--- config.mk ---
export PLATFORM = sky130hd
export DESIGN_NAME = adc_pwr_seq
export DESIGN_NICKNAME = d
export VERILOG_FILES = /design/src/rtl/adc_pwr_pkg.sv /design/src/rtl/adc_cyc_timer.sv /design/src/rtl/adc_ctl_shift.sv /design/src/rtl/adc_pwr_seq.sv
export SDC_FILE = /design/constraint.sdc
export NUM_CORES = 1
export LEC_CHECK = 0
export BUFFER_PORTS_ARGS = -buffer_cell sky130_fd_sc_hd__buf_2
export CAP_MARGIN = 20
export CORE_ASPECT_RATIO = 0.9
export CORE_MARGIN = 2
export CORE_UTILIZATION = 50
export CTS_CLUSTER_SIZE = 30
export DETAILED_ROUTE_END_ITERATION = 16
export GPL_ROUTABILITY_DRIVEN = 1
export PLACE_DENSITY = 0.68
export SYNTH_ARGS = -nofsm -noshare
export SYNTH_HDL_FRONTEND = slang
export SYNTH_HIERARCHICAL = 1
export SYNTH_SLANG_ARGS = --single-unit
--- constraint.sdc ---
create_clock -name clk -period 5.24 [get_ports clk]
set_input_delay 1.31 -clock clk [delete_from_list [all_inputs] [get_ports clk]]
set_output_delay 1.31 -clock clk [all_outputs]
set_load 0.02 [all_outputs]
--- src/rtl/adc_pwr_pkg.sv ---
`timescale 1ns/1ps
package adc_pwr_pkg;

  typedef enum logic [2:0] {
    ST_FULL = 3'd0,
    ST_FAST = 3'd1,
    ST_WAKE = 3'd2,
    ST_IDLE = 3'd3,
    ST_CONV = 3'd4
  } pwr_st_e;

  // wake path indices, one counter each
  localparam int WK_FAST  = 0;
  localparam int WK_FULL  = 1;
  localparam int WK_NOBUF = 2;
  localparam int N_WAKE   = 3;
  localparam int WSEL_W   = 2;
  localparam int MODE_W   = 2;

endpackage

--- src/rtl/adc_cyc_timer.sv ---
`timescale 1ns/1ps
// Loadable down-counter: done is high in the last of LOAD running cycles.
module adc_cyc_timer #(
  parameter int LOAD = 4
) (
  input  logic clk,
  input  logic rst_n,
  input  logic clr,
  input  logic start,
  output logic done
);
  localparam int CNT_W = $clog2(LOAD + 1);
  localparam logic [CNT_W-1:0] ONE = CNT_W'(1);

  logic [CNT_W-1:0] cnt_q, cnt_d;
  logic             run_q, run_d;

  always_comb begin
    run_d = run_q;
    cnt_d = cnt_q;
    if (clr) begin
      run_d = 1'b0;
    end else if (start) begin
      run_d = 1'b1;
      cnt_d = CNT_W'(LOAD);
    end else if (run_q) begin
      cnt_d = cnt_q - ONE;
      if (cnt_q == ONE) run_d = 1'b0;
    end
  end

  always_ff @(posedge clk or negedge rst_n) begin
    if (!rst_n) begin
      run_q <= 1'b0;
      cnt_q <= '0;
    end else begin
      run_q <= run_d;
      cnt_q <= cnt_d;
    end
  end

  assign done = run_q && (cnt_q == ONE);

endmodule

--- src/rtl/adc_ctl_shift.sv ---
`timescale 1ns/1ps
// Start-bit hunter and control-byte collector; keeps only the mode field.
module adc_ctl_shift
  import adc_pwr_pkg::*;
#(
  parameter int CTL_W = 8
) (
  input  logic              clk,
  input  logic              rst_n,
  input  logic              clr,
  input  logic              listen,
  input  logic              sdi,
  output logic              byte_vld,
  output logic [MODE_W-1:0] byte_mode
);
  localparam int CNT_W = $clog2(CTL_W);
  localparam logic [CNT_W-1:0] LAST = CNT_W'(CTL_W - 2);

  logic              cap_q, cap_d;
  logic [CNT_W-1:0]  cnt_q, cnt_d;
  logic              prev_q, prev_d;
  logic              vld_q, vld_d;
  logic [MODE_W-1:0] mode_q, mode_d;

  always_comb begin
    cap_d  = cap_q;
    cnt_d  = cnt_q;
    prev_d = prev_q;
    mode_d = mode_q;
    vld_d  = 1'b0;
    if (clr) begin
      cap_d = 1'b0;
      cnt_d = '0;
    end else if (cap_q) begin
      prev_d = sdi;
      cnt_d  = cnt_q + 1'b1;
      if (cnt_q == LAST) begin
        cap_d  = 1'b0;
        vld_d  = 1'b1;
        mode_d = {prev_q, sdi};
      end
    end else if (listen && sdi) begin
      cap_d = 1'b1;
      cnt_d = '0;
    end
  end

  always_ff @(posedge clk or negedge rst_n) begin
    if (!rst_n) begin
      cap_q  <= 1'b0;
      cnt_q  <= '0;
      prev_q <= 1'b0;
      vld_q  <= 1'b0;
      mode_q <= '0;
    end else begin
      cap_q  <= cap_d;
      cnt_q  <= cnt_d;
      prev_q <= prev_d;
      vld_q  <= vld_d;
      mode_q <= mode_d;
    end
  end

  assign byte_vld  = vld_q;
  assign byte_mode = mode_q;

endmodule

--- src/rtl/adc_pwr_seq.sv ---
`timescale 1ns/1ps
module adc_pwr_seq
  import adc_pwr_pkg::*;
#(
  parameter int CTL_W          = 8,
  parameter int RES_W          = 10,
  parameter int CONV_CYC       = 12,
  parameter int WAKE_FAST_CYC  = 10,
  parameter int WAKE_FULL_CYC  = 40,
  parameter int WAKE_NOBUF_CYC = 3
) (
  input  logic             clk,
  input  logic             rst_n,
  input  logic             shdn_n,
  input  logic             sdi,
  input  logic             ref_ext,
  input  logic             ref_buf_off,
  input  logic             res_ack,
  output logic [2:0]       state_o,
  output logic             conv_busy,
  output logic             conv_done,
  output logic             clk_ext,
  output logic             res_vld,
  output logic [RES_W-1:0] res_data
);
  localparam int WAKE_LD [N_WAKE] = '{WAKE_FAST_CYC, WAKE_FULL_CYC, WAKE_NOBUF_CYC};

  pwr_st_e           st_q, st_d;
  logic              hw_q, hw_d;
  logic              ext_q, ext_d;
  logic [MODE_W-1:0] mode_q, mode_d;
  logic [RES_W-1:0]  res_q, res_d;
  logic              vld_q, vld_d;
  logic              done_q, done_d;
  logic [WSEL_W-1:0] wsel_q, wsel_d;

  logic [N_WAKE-1:0] wk_start, wk_done;
  logic              conv_start, conv_fin;
  logic              byte_vld;
  logic [MODE_W-1:0] byte_mode;
  logic              listen, tmr_clr;

  assign tmr_clr = !shdn_n;
  assign listen  = shdn_n && !byte_vld &&
                   (st_q == ST_FULL || st_q == ST_FAST || st_q == ST_IDLE);

  adc_ctl_shift #(.CTL_W(CTL_W)) i_shift (
    .clk      (clk),
    .rst_n    (rst_n),
    .clr      (tmr_clr),
    .listen   (listen),
    .sdi      (sdi),
    .byte_vld (byte_vld),
    .byte_mode(byte_mode)
  );

  for (genvar g = 0; g < N_WAKE; g++) begin : g_wake
    adc_cyc_timer #(.LOAD(WAKE_LD[g])) i_tmr (
      .clk  (clk),
      .rst_n(rst_n),
      .clr  (tmr_clr),
      .start(wk_start[g]),
      .done (wk_done[g])
    );
  end

  adc_cyc_timer #(.LOAD(CONV_CYC)) i_conv (
    .clk  (clk),
    .rst_n(rst_n),
    .clr  (tmr_clr),
    .start(conv_start),
    .done (conv_fin)
  );

  always_comb begin
    st_d       = st_q;
    hw_d       = hw_q;
    ext_d      = ext_q;
    mode_d     = mode_q;
    res_d      = res_q;
    wsel_d     = wsel_q;
    done_d     = 1'b0;
    wk_start   = '0;
    conv_start = 1'b0;
    if (!shdn_n) begin
      st_d = ST_FULL;
      hw_d = 1'b1;
    end else begin
      unique case (st_q)
        ST_FULL, ST_FAST: begin
          if (byte_vld) begin
            mode_d = byte_mode;
            hw_d   = 1'b0;
            if (byte_mode[1]) ext_d = byte_mode[0];
            if (st_q == ST_FULL && hw_q && ref_ext) begin
              st_d       = ST_CONV;
              conv_start = 1'b1;
            end else begin
              if (ref_buf_off)          wsel_d = WSEL_W'(WK_NOBUF);
              else if (st_q == ST_FAST) wsel_d = WSEL_W'(WK_FAST);
              else                      wsel_d = WSEL_W'(WK_FULL);
              wk_start[wsel_d] = 1'b1;
              st_d = ST_WAKE;
            end
          end
        end
        ST_IDLE: begin
          if (byte_vld) begin
            mode_d = byte_mode;
            if (byte_mode[1]) ext_d = byte_mode[0];
            st_d       = ST_CONV;
            conv_start = 1'b1;
          end
        end
        ST_WAKE: begin
          if (wk_done[wsel_q]) begin
            st_d       = ST_CONV;
            conv_start = 1'b1;
          end
        end
        ST_CONV: begin
          if (conv_fin) begin
            done_d = 1'b1;
            res_d  = res_q + 1'b1;
            st_d   = mode_q[1] ? ST_IDLE : (mode_q[0] ? ST_FAST : ST_FULL);
          end
        end
        default: st_d = ST_FULL;
      endcase
    end
  end

  always_comb begin
    vld_d = vld_q;
    if (done_d)
      vld_d = 1'b1;
    else if ((st_q == ST_FULL || st_q == ST_FAST) && ext_q)
      vld_d = 1'b0;
    else if (res_ack)
      vld_d = 1'b0;
  end

  always_ff @(posedge clk or negedge rst_n) begin
    if (!rst_n) begin
      st_q   <= ST_FULL;
      hw_q   <= 1'b0;
      ext_q  <= 1'b0;
      mode_q <= '0;
      res_q  <= '0;
      vld_q  <= 1'b0;
      done_q <= 1'b0;
      wsel_q <= '0;
    end else begin
      st_q   <= st_d;
      hw_q   <= hw_d;
      ext_q  <= ext_d;
      mode_q <= mode_d;
      res_q  <= res_d;
      vld_q  <= vld_d;
      done_q <= done_d;
      wsel_q <= wsel_d;
    end
  end

  assign state_o   = st_q;
  assign conv_busy = (st_q == ST_CONV);
  assign conv_done = done_q;
  assign clk_ext   = ext_q;
  assign res_vld   = vld_q;
  assign res_data  = res_q;

endmodule

==> results.tsv, run 1 <==
stage	metric	value	unit
status	status	completed	
synth	XOR/XNOR Fraction of Synth Area	2.98	%
clock_network	cts hold-fix bufs	0	
place	placer congestion estimate	0.742	
clock_network	Reg clk slew, reported paths	0.09	ns
floorplanning	Die Height	73.0	um
clock_network	H-tree Lvls	2	
critical_path	CP required	5.44	ns
clock_network	clock tree buffer depth	2	
floorplanning	initial core utilization	51.0	%
critical_path	Crit Path Max Fanout	30	
cells_and_area	diode count	0	
floorplanning	CORE AREA	5190	um2
routing	detail-routed via count per cell	5.50	
clock_network	Post-CTS Setup Inserts	0	
floorplanning	die area	5890	um2
synth	Yosys cell types	66	
global_routing	first-pass GRT wire length	8.56	mm
timing	period utilization	55.3	%
synth	largest family of logic cells by synthesized area	simple AND/OR/NAND/NOR gates	
global_routing	final global-route overflow total	0	
routing	Starting DRT DRC Count	173	
floorplanning	IO Count	24	
synth	Net Count, Synth	268	
timing	final hold viol count	0	
cells_and_area	cell area after layout	2930	um2
critical_path	Setup crit start kind	input port	
clock_network	clock buffer count from CTS	5	
timing	Max Transition Viols Final	0	
synth	synthesized flop and latch total	49	
timing	Achievable Freq	345	MHz
clock_network	# resized after CTS	0	
timing	hold slack	0.473	ns
synth	multiplexer share of the synthesized area	4.78	%
floorplanning	FP Rows	25	
timing	final setup vio count	0	
place	input/output buffers	23	
power_and_ir_drop	leakage power	1.39	nW
synth	predominant post-synthesis flop cell	dfrtp_1	
critical_path	critical path arrival	3.10	ns
cells_and_area	Filler Cells Inserted	482	
synth	Synth Area in Adders	4.73	%
synth	share of flip-flops with an asynchronous set or reset	100	%
place	Cell Area, Placed	2800	um2
clock_network	clock sink count	49	
routing	via count	1899	
routing	drt pass-1 iters	4	
synth	post-synthesis sequential area ratio	46.3	%
timing	relative slew slack	43.1	%
routing	antenna viol nets, final	0	
synth	Netlist Area Pre-Place	2650	um2
cells_and_area	P&R area growth vs syn	10.5	%
routing	DRC viols	0	
clock_network	cell at the root of the clock tree	clkbuf_8	
power_and_ir_drop	cell area power density	237	nW/um2
floorplanning	die width	80.7	um
critical_path	Worst setup EP type	register	
synth	Synth Area in Compound Gates	12.7	%
power_and_ir_drop	Peak VDD IR	0.000176	V
place	post-detail-place hpwl	3.38	mm
global_routing	initial antenna violation count	0	
timing	Clock Skews	0.0117	ns
timing	setup TNS	0	ns
synth	largest cells by area after synthesis	dfrtp_1 (46%), ha_1 (4.7%), nand2_1 (3.4%)	
cells_and_area	layout cells sized above 1	22.3	%
global_routing	largest net degree at the start of global routing	50	
synth	cell taking the most area after synthesis	dfrtp_1	
clock_network	TritonCTS clock tree	built	
synth	top cell type's share of synthesized area	46.3	%
min_path	Tightest Hold Check Type	reg2reg	
power_and_ir_drop	Tot Pwr	0.693	mW
timing	RSZ-0062 raised after global routing	false	
critical_path	Setup CP Type	in2reg	
timing	Least-Margin Pin Slew	0.853	ns
cells_and_area	final net count	294	
routing	Total Wirelength	4.79	mm
global_routing	vias in the first global route	1851	
synth	Cells after Synth	251	
global_routing	GRT Overall Usage	18.6	%
synth	Post-synth EDFFs	0	
synth	Avg Synthesized Cell Area	10.5	um2
synth	Yosys warnings	6	
clock_network	clk_lat worst skew	0.30	ns
routing	wire per inst	13.9	um
job	total of max-cap violations	0	
synth	Post-Synth Simple-Gate Area	23.9	%
timing	shortest period the worst path allows	2.90	ns
[state kept, by name, summed over array words and instances, names as in the netlist, 2 cells and up]
signal	cells
g_wake.i_tmr/cnt_q	12
res_data	10
i_conv/cnt_q	4
g_wake.i_tmr/run_q	3
i_shift/cnt_q	3
state_o	3
i_shift/byte_mode	2
mode_q	2
wsel_q	2
[where the power goes]
| part | switching, mW | leakage [nW] | total [mW] | internal, mW |
|---|---|---|---|---|
| clock | 0.119 | 0.0585 | 0.275 | 0.156 |
| combinational | 0.0205 | 0.681 | 0.0317 | 0.0111 |
| sequential | 0.00461 | 0.655 | 0.386 | 0.382 |
| total | 0.145 | 1.39 | 0.693 | 0.548 |
[cell type report]
cell class,instances,area [um2],area share [%]
Clock buffer,7,86.3,2.95
Clock inverter,1,30.0,1.03
Inverter,19,71.3,2.44
Multi-Input combinational cell,177,1300,44.4
Sequential cell,49,1230,41.9
Tap cell,67,83.8,2.87
Timing Repair Buffer,25,130,4.45
[cell usage after synthesis, types with 4 or more instances]
master,instances
nor2b_1,5
xnor2_1,5
nand2_1,24
inv_1,19
ha_1,10
mux2i_1,4
mux2_2,5
nor2_1,17
nor4b_1,4
a21oi_1,11
xor2_1,4
nand3_1,5
o21ai_0,11
dfrtp_1,49
nor3_1,8
[through the flow]
step | util, % | std cells | worst slack [ns]
after global placement | 54.0 | 336 | 1.76
after global routing | 56.3 | 345 | 2.19
after CTS | 56.2 | 344 | 2.02
after detailed placement | 54.0 | 336 | 1.70
final | 56.3 | 345 | 2.34
after floorplan | - | 251 | 2.54
[final timing paths]
check	start	end	slack, ns	cells past startpoint
worst max-delay path	shdn_n	i_shift/cap_q	2.34	7
worst min-delay path	res_data[9]	res_data[9]	0.47	1
worst max register to register	g_wake[1].i_tmr/cnt_q[2]	i_conv/cnt_q[3]	2.60	8
worst min register to register	res_data[9]	res_data[9]	0.47	1
max in group asynchronous	rst_n	i_shift/byte_vld	3.71	2
min in group asynchronous	rst_n	res_data[0]	1.09	2
[critical path: stages]
cell and delay, ns:
buf_2 0.17, inv_1 0.39, a2111o_1 0.56, inv_1 0.10, nand2_1 0.11, or2_2 0.29
a21oi_1 0.17
[metal layers]
layer | part of all wire [%] | track usage, % | vias up
met5 | 0 | 0 | -
met1 | 49 | 25.3 | 918
met3 | 4.1 | 4.21 | 9
li1 | - | - | 937
met4 | 1.3 | 6.03 | 0
met2 | 45 | 29.8 | 35
[cell usage in the layout (no fill, tap or decap), types with 4 or more instances in the layout]
cell type and instances:
dfrtp_1 49, nand2_1 24, buf_2 23, inv_1 19
nor2_1 17, o21ai_0 11, a21oi_1 11, ha_1 10
nor3_1 8, clkbuf_8 6, nand3_1 5, xnor2_1 5
mux2_2 5, nor2b_1 5, nor4b_1 4, mux2i_1 4
xor2_1 4
[logic make-up after synthesis]
logic type,count (synthesis)
buf+inv,25
simple gates,99
compound gates,48
fa+ha+maj,10
mux,11
xor+xnor,9
flops,49
Note: power is estimated with default switching activity, not from simulation.
==> run 2: changes to the inputs <==
--- a/config.mk
+++ b/config.mk
@@ -13,7 +13,7 @@
 export CTS_CLUSTER_SIZE = 30
 export DETAILED_ROUTE_END_ITERATION = 16
 export GPL_ROUTABILITY_DRIVEN = 1
-export PLACE_DENSITY = 0.68
+export PLACE_DENSITY = 0.71
 export SYNTH_ARGS = -nofsm -noshare
 export SYNTH_HDL_FRONTEND = slang
 export SYNTH_HIERARCHICAL = 1
==> constraint.sdc (replaced) <==
create_clock -name clk -period 2.65 [get_ports clk]
set_input_delay 0.6625 -clock clk [delete_from_list [all_inputs] [get_ports clk]]
set_output_delay 0.6625 -clock clk [all_outputs]
set_load 0.02 [all_outputs]
==> results.tsv, run 2 (same netlist as run 1, synthesis figures left out) <==
stage	metric	value	unit
routing	Total Wirelength	4.73	mm
timing	final setup vio count	0	
floorplanning	FP Rows	25	
floorplanning	initial core utilization	51.0	%
global_routing	GRT Overall Usage	18.2	%
routing	wire per inst	13.6	um
timing	RSZ-0062 raised after global routing	false	
timing	hold slack	0.447	ns
status	status	completed	
timing	shortest period the worst path allows	2.32	ns
critical_path	CP dominant cell by count	o21ai_0	
critical_path	flop-to-flop setup slack	0.33	ns
routing	via count	1884	
floorplanning	die area	5890	um2
power_and_ir_drop	cell area power density	448	nW/um2
critical_path	Buf+Inv Stages, Crit Path	0	
floorplanning	IO Count	24	
clock_network	cts hold-fix bufs	0	
critical_path	Setup CP Type	reg2reg	
global_routing	largest net degree at the start of global routing	50	
timing	Least-Margin Pin Slew	0.620	ns
clock_network	clock buffer count from CTS	5	
place	input/output buffers	23	
cells_and_area	most frequent cells in the layout	dfrtp_1 (49), nand2_1 (24), buf_2 (23), inv_1 (19), nor2_1 (17)	
floorplanning	CORE AREA	5190	um2
critical_path	Crit Path Max Fanout	6	
clock_network	Reg clk slew, reported paths	0.09	ns
critical_path	Slowest-stage cell, CP	dfrtp_1	
critical_path	critical path arrival	2.53	ns
routing	drt pass-1 iters	4	
critical_path	crit-path leading delay family	compound AO/OA/AOI/OAI gates	
clock_network	clock tree buffer depth	2	
timing	final hold viol count	0	
min_path	Tightest Hold Check Type	in2async	
clock_network	clk_lat worst skew	0.30	ns
clock_network	# resized after CTS	0	
routing	DRC viols	0	
critical_path	CP required	2.85	ns
timing	Achievable Freq	431	MHz
clock_network	clock sink count	49	
cells_and_area	Biggest register	g_wake.i_tmr/cnt_q	
place	post-detail-place hpwl	3.41	mm
cells_and_area	number of flip-flops in the largest register	12	
power_and_ir_drop	leakage power	1.41	nW
timing	relative slew slack	58.4	%
clock_network	cell at the root of the clock tree	clkbuf_8	
floorplanning	Die Height	73.0	um
place	dpl ws	0.236	ns
place	placer congestion estimate	0.783	
job	total of max-cap violations	0	
clock_network	TritonCTS clock tree	built	
timing	Clock Skews	0.00601	ns
cells_and_area	layout cells sized above 1	23.8	%
clock_network	Post-CTS Setup Inserts	0	
critical_path	Worst setup EP type	register	
cells_and_area	P&R area growth vs syn	11.1	%
critical_path	CP cell instances	or3_4 > nor4bb_1 > mux2i_1 > o21ai_0 > o21ai_0 > a21oi_2 > nor2_1 > a311oi_1	
timing	Final Worst Setup Slack	0.328	ns
global_routing	first-pass GRT wire length	8.37	mm
timing	Max Transition Viols Final	0	
routing	Starting DRT DRC Count	61	
power_and_ir_drop	Peak VDD IR	0.000222	V
cells_and_area	final net count	297	
global_routing	final global-route overflow total	0	
routing	detail-routed via count per cell	5.41	
place	Cell Area, Placed	2830	um2
global_routing	initial antenna violation count	0	
timing	period utilization	87.6	%
routing	antenna viol nets, final	0	
cells_and_area	diode count	0	
cells_and_area	cell area after layout	2940	um2
critical_path	Setup crit start kind	register	
cells_and_area	most common cell after layout, fill and taps aside	dfrtp_1	
floorplanning	die width	80.7	um
timing	setup TNS	0	ns
critical_path	worst stage delay on the critical path	0.44	ns
power_and_ir_drop	Tot Pwr	1.32	mW
cells_and_area	Filler Cells Inserted	474	
global_routing	vias in the first global route	1841	
clock_network	H-tree Lvls	2	
==> run 2: cell type report <==
class / instances / area [um2] / share of cell area, %
Clock buffer: 7 / 96.3 / 3.28
Tap cell: 67 / 83.8 / 2.85
Multi-Input combinational cell: 177 / 1300 / 44.3
Clock inverter: 1 / 8.76 / 0.298
Sequential cell: 49 / 1230 / 41.7
Inverter: 19 / 71.3 / 2.43
Timing Repair Buffer: 28 / 153 / 5.19
==> run 2: worst paths after layout <==
kind,end,cells past startpoint,from
min in group clk,res_data[9],1,res_data[9]
setup reg to reg,i_conv/cnt_q[3],8,g_wake[1].i_tmr/cnt_q[2]
hold / removal,res_data[6],2,rst_n
setup / recovery,i_conv/cnt_q[3],8,g_wake[1].i_tmr/cnt_q[2]
hold reg to reg,res_data[9],1,res_data[9]
max in group asynchronous,i_conv/cnt_q[3],2,rst_n
==> run 2: through the flow <==
stage,cells,utilization (%)
after detailed placement,340,54.5
final,348,56.6
after floorplan,251,-
after global routing,348,56.6
after global placement,340,54.5
after CTS,348,56.6
==> run 2: layer usage <==
layer / wire length (um) / GRT usage, % / up-vias
li1: - / - / 949
met1: 2420 / 25.4 / 904
met2: 2050 / 28.6 / 26
met3: 184 / 3.59 / 5
met4: 61 / 6.21 / 0
met5: 0 / 0 / -
==> run 2: report_power, final <==
| part | leakage (nW) | switching [mW] | internal, mW |
|---|---|---|---|
| logic | 0.696 | 0.0405 | 0.0237 |
| clock network | 0.0549 | 0.248 | 0.241 |
| registers | 0.655 | 0.00877 | 0.755 |
==> run 3: changes to the inputs <==
--- a/config.mk
+++ b/config.mk
@@ -14,6 +14,7 @@
 export DETAILED_ROUTE_END_ITERATION = 16
 export GPL_ROUTABILITY_DRIVEN = 1
 export PLACE_DENSITY = 0.71
+export RECOVER_POWER = 100
 export SYNTH_ARGS = -nofsm -noshare
 export SYNTH_HDL_FRONTEND = slang
 export SYNTH_HIERARCHICAL = 1
==> results.tsv, run 3 (same netlist as run 1, synthesis figures left out) <==
stage	metric	value	unit
global_routing	initial antenna violation count	0	
power_and_ir_drop	Sw Ratio	22.6	%
cells_and_area	layout cells sized above 1	14.6	%
routing	drt pass-1 iters	4	
place	dpl ws	0.236	ns
floorplanning	initial core utilization	51.0	%
cells_and_area	number of flip-flops in the largest register	12	
routing	DRC viols	0	
floorplanning	die area	5890	um2
power_and_ir_drop	leakage power	1.31	nW
clock_network	Post-CTS Setup Inserts	0	
critical_path	Setup crit start kind	register	
floorplanning	CORE AREA	5190	um2
global_routing	vias in the first global route	1841	
place	post-detail-place hpwl	3.41	mm
cells_and_area	cell area after layout	2860	um2
critical_path	CP dominant cell by count	o21ai_0	
clock_network	clk_lat worst skew	0.30	ns
critical_path	Setup CP Type	reg2reg	
critical_path	Buf+Inv Stages, Crit Path	0	
global_routing	largest net degree at the start of global routing	50	
global_routing	first-pass GRT wire length	8.37	mm
routing	detail-routed via count per cell	5.40	
power_and_ir_drop	cell area power density	460	nW/um2
min_path	Tightest Hold Check Type	reg2reg	
place	placer congestion estimate	0.783	
power_and_ir_drop	Sw Pwr	0.297	mW
critical_path	worst stage delay on the critical path	0.44	ns
critical_path	critical path arrival	2.52	ns
power_and_ir_drop	Tot Pwr	1.31	mW
cells_and_area	most common cell after layout, fill and taps aside	dfrtp_1	
routing	Total Wirelength	4.71	mm
floorplanning	Die Height	73.0	um
power_and_ir_drop	Comb power frac	4.7	%
clock_network	clock tree buffer depth	2	
timing	RSZ-0062 raised after global routing	false	
timing	Max Transition Viols Final	0	
global_routing	final global-route overflow total	0	
critical_path	crit-path leading delay family	compound AO/OA/AOI/OAI gates	
timing	final hold viol count	0	
routing	via count	1879	
routing	antenna viol nets, final	0	
power_and_ir_drop	Seq pwr share	58.0	%
power_and_ir_drop	Peak VDD IR	0.000222	V
timing	final setup vio count	0	
clock_network	H-tree Lvls	2	
timing	shortest period the worst path allows	2.31	ns
timing	Achievable Freq	432	MHz
critical_path	Worst setup EP type	register	
status	status	completed	
cells_and_area	P&R area growth vs syn	8.04	%
global_routing	GRT Overall Usage	18.2	%
clock_network	Reg clk slew, reported paths	0.09	ns
timing	Least-Margin Pin Slew	1.18	ns
power_and_ir_drop	clock group share of total power	37.3	%
cells_and_area	most frequent cells in the layout	dfrtp_1 (49), nand2_1 (24), inv_1 (19), clkbuf_1 (19), nor2_1 (17)	
routing	Starting DRT DRC Count	66	
floorplanning	IO Count	24	
cells_and_area	final net count	297	
timing	Final Worst Setup Slack	0.337	ns
clock_network	clock buffer count from CTS	5	
cells_and_area	diode count	0	
power_and_ir_drop	Pint	1.02	mW
critical_path	CP cell instances	or3_4 > nor4bb_1 > mux2i_1 > o21ai_0 > o21ai_0 > a21oi_2 > nor2_1 > a311oi_1	
clock_network	TritonCTS clock tree	built	
job	total of max-cap violations	0	
timing	relative slew slack	21.6	%
cells_and_area	Filler Cells Inserted	495	
clock_network	clock sink count	49	
critical_path	Crit Path Max Fanout	6	
timing	Clock Skews	0.00608	ns
routing	wire per inst	13.5	um
place	Cell Area, Placed	2830	um2
clock_network	cell at the root of the clock tree	clkbuf_8	
cells_and_area	Biggest register	g_wake.i_tmr/cnt_q	
timing	period utilization	87.3	%
floorplanning	FP Rows	25	
critical_path	Slowest-stage cell, CP	dfrtp_1	
place	input/output buffers	23	
timing	setup TNS	0	ns
critical_path	CP required	2.86	ns
floorplanning	die width	80.7	um
==> run 3: path summary, 6_finish.rpt <==
check,from,end,slack (ns),cells past startpoint
worst max register to register,g_wake[1].i_tmr/cnt_q[2],i_conv/cnt_q[3],0.34,8
worst max-delay path,g_wake[1].i_tmr/cnt_q[2],i_conv/cnt_q[3],0.34,8
worst min-delay path,res_data[9],res_data[9],0.48,1
min in group asynchronous,rst_n,res_data[6],0.67,2
max in group asynchronous,rst_n,i_conv/cnt_q[3],1.26,2
worst min register to register,res_data[9],res_data[9],0.48,1
==> run 3: worst register-to-register path, cell delays in order (launching register included) <==
cell and delay, ns:
dfrtp_1 0.44, or3_4 0.40, nor4bb_1 0.35, mux2i_1 0.12
o21ai_0 0.15, o21ai_0 0.13, a21oi_2 0.29, nor2_1 0.08
a311oi_1 0.26
==> run 3: metal layers <==
layer,vias up,track usage [%],wire [um]
met2,25,28.6,2080
met3,5,3.59,168
met1,902,25.4,2400
met5,-,0,0
met4,0,6.21,61
li1,947,-,-
==> run 3: what timing repair did <==
action,4_1_cts,5_1_grt
gates resized for setup,0,1
endpoints found under the setup margin,0,1
hold buffers,0,0
==> run 3: cell type report <==
type,instances,area (um2),area share [%]
well taps,67,83.8,2.93
clock inverters,1,8.76,0.306
repair buffers,28,121,4.25
multi-input cells,177,1250,43.8
inverters,19,71.3,2.49
flip-flops and latches,49,1230,42.9
clock buffers,7,96.3,3.37
==> run 3: per-stage QoR <==
| step | hold slack, ns | util (%) | instances |
|---|---|---|---|
| 2_1_floorplan | 0.367 | - | 251 |
| 3_3_place_gp | 0.452 | 54.5 | 340 |
| 3_5_place_dp | 0.455 | 54.5 | 340 |
| 4_1_cts | 0.474 | 56.6 | 348 |
| 5_1_grt | 0.511 | 55.1 | 348 |
| 6_report | 0.477 | 55.1 | 348 |
==> run 3: power by group through the flow <==
stage               sequential (mW)  clock [mW]  combinational, mW
global placement              0.778           0             0.0648
floorplan                     0.776           0             0.0337
finish                        0.763       0.490             0.0616
CTS                           0.764       0.508             0.0657
detailed placement            0.779           0             0.0655
global route                  0.765       0.534             0.0708
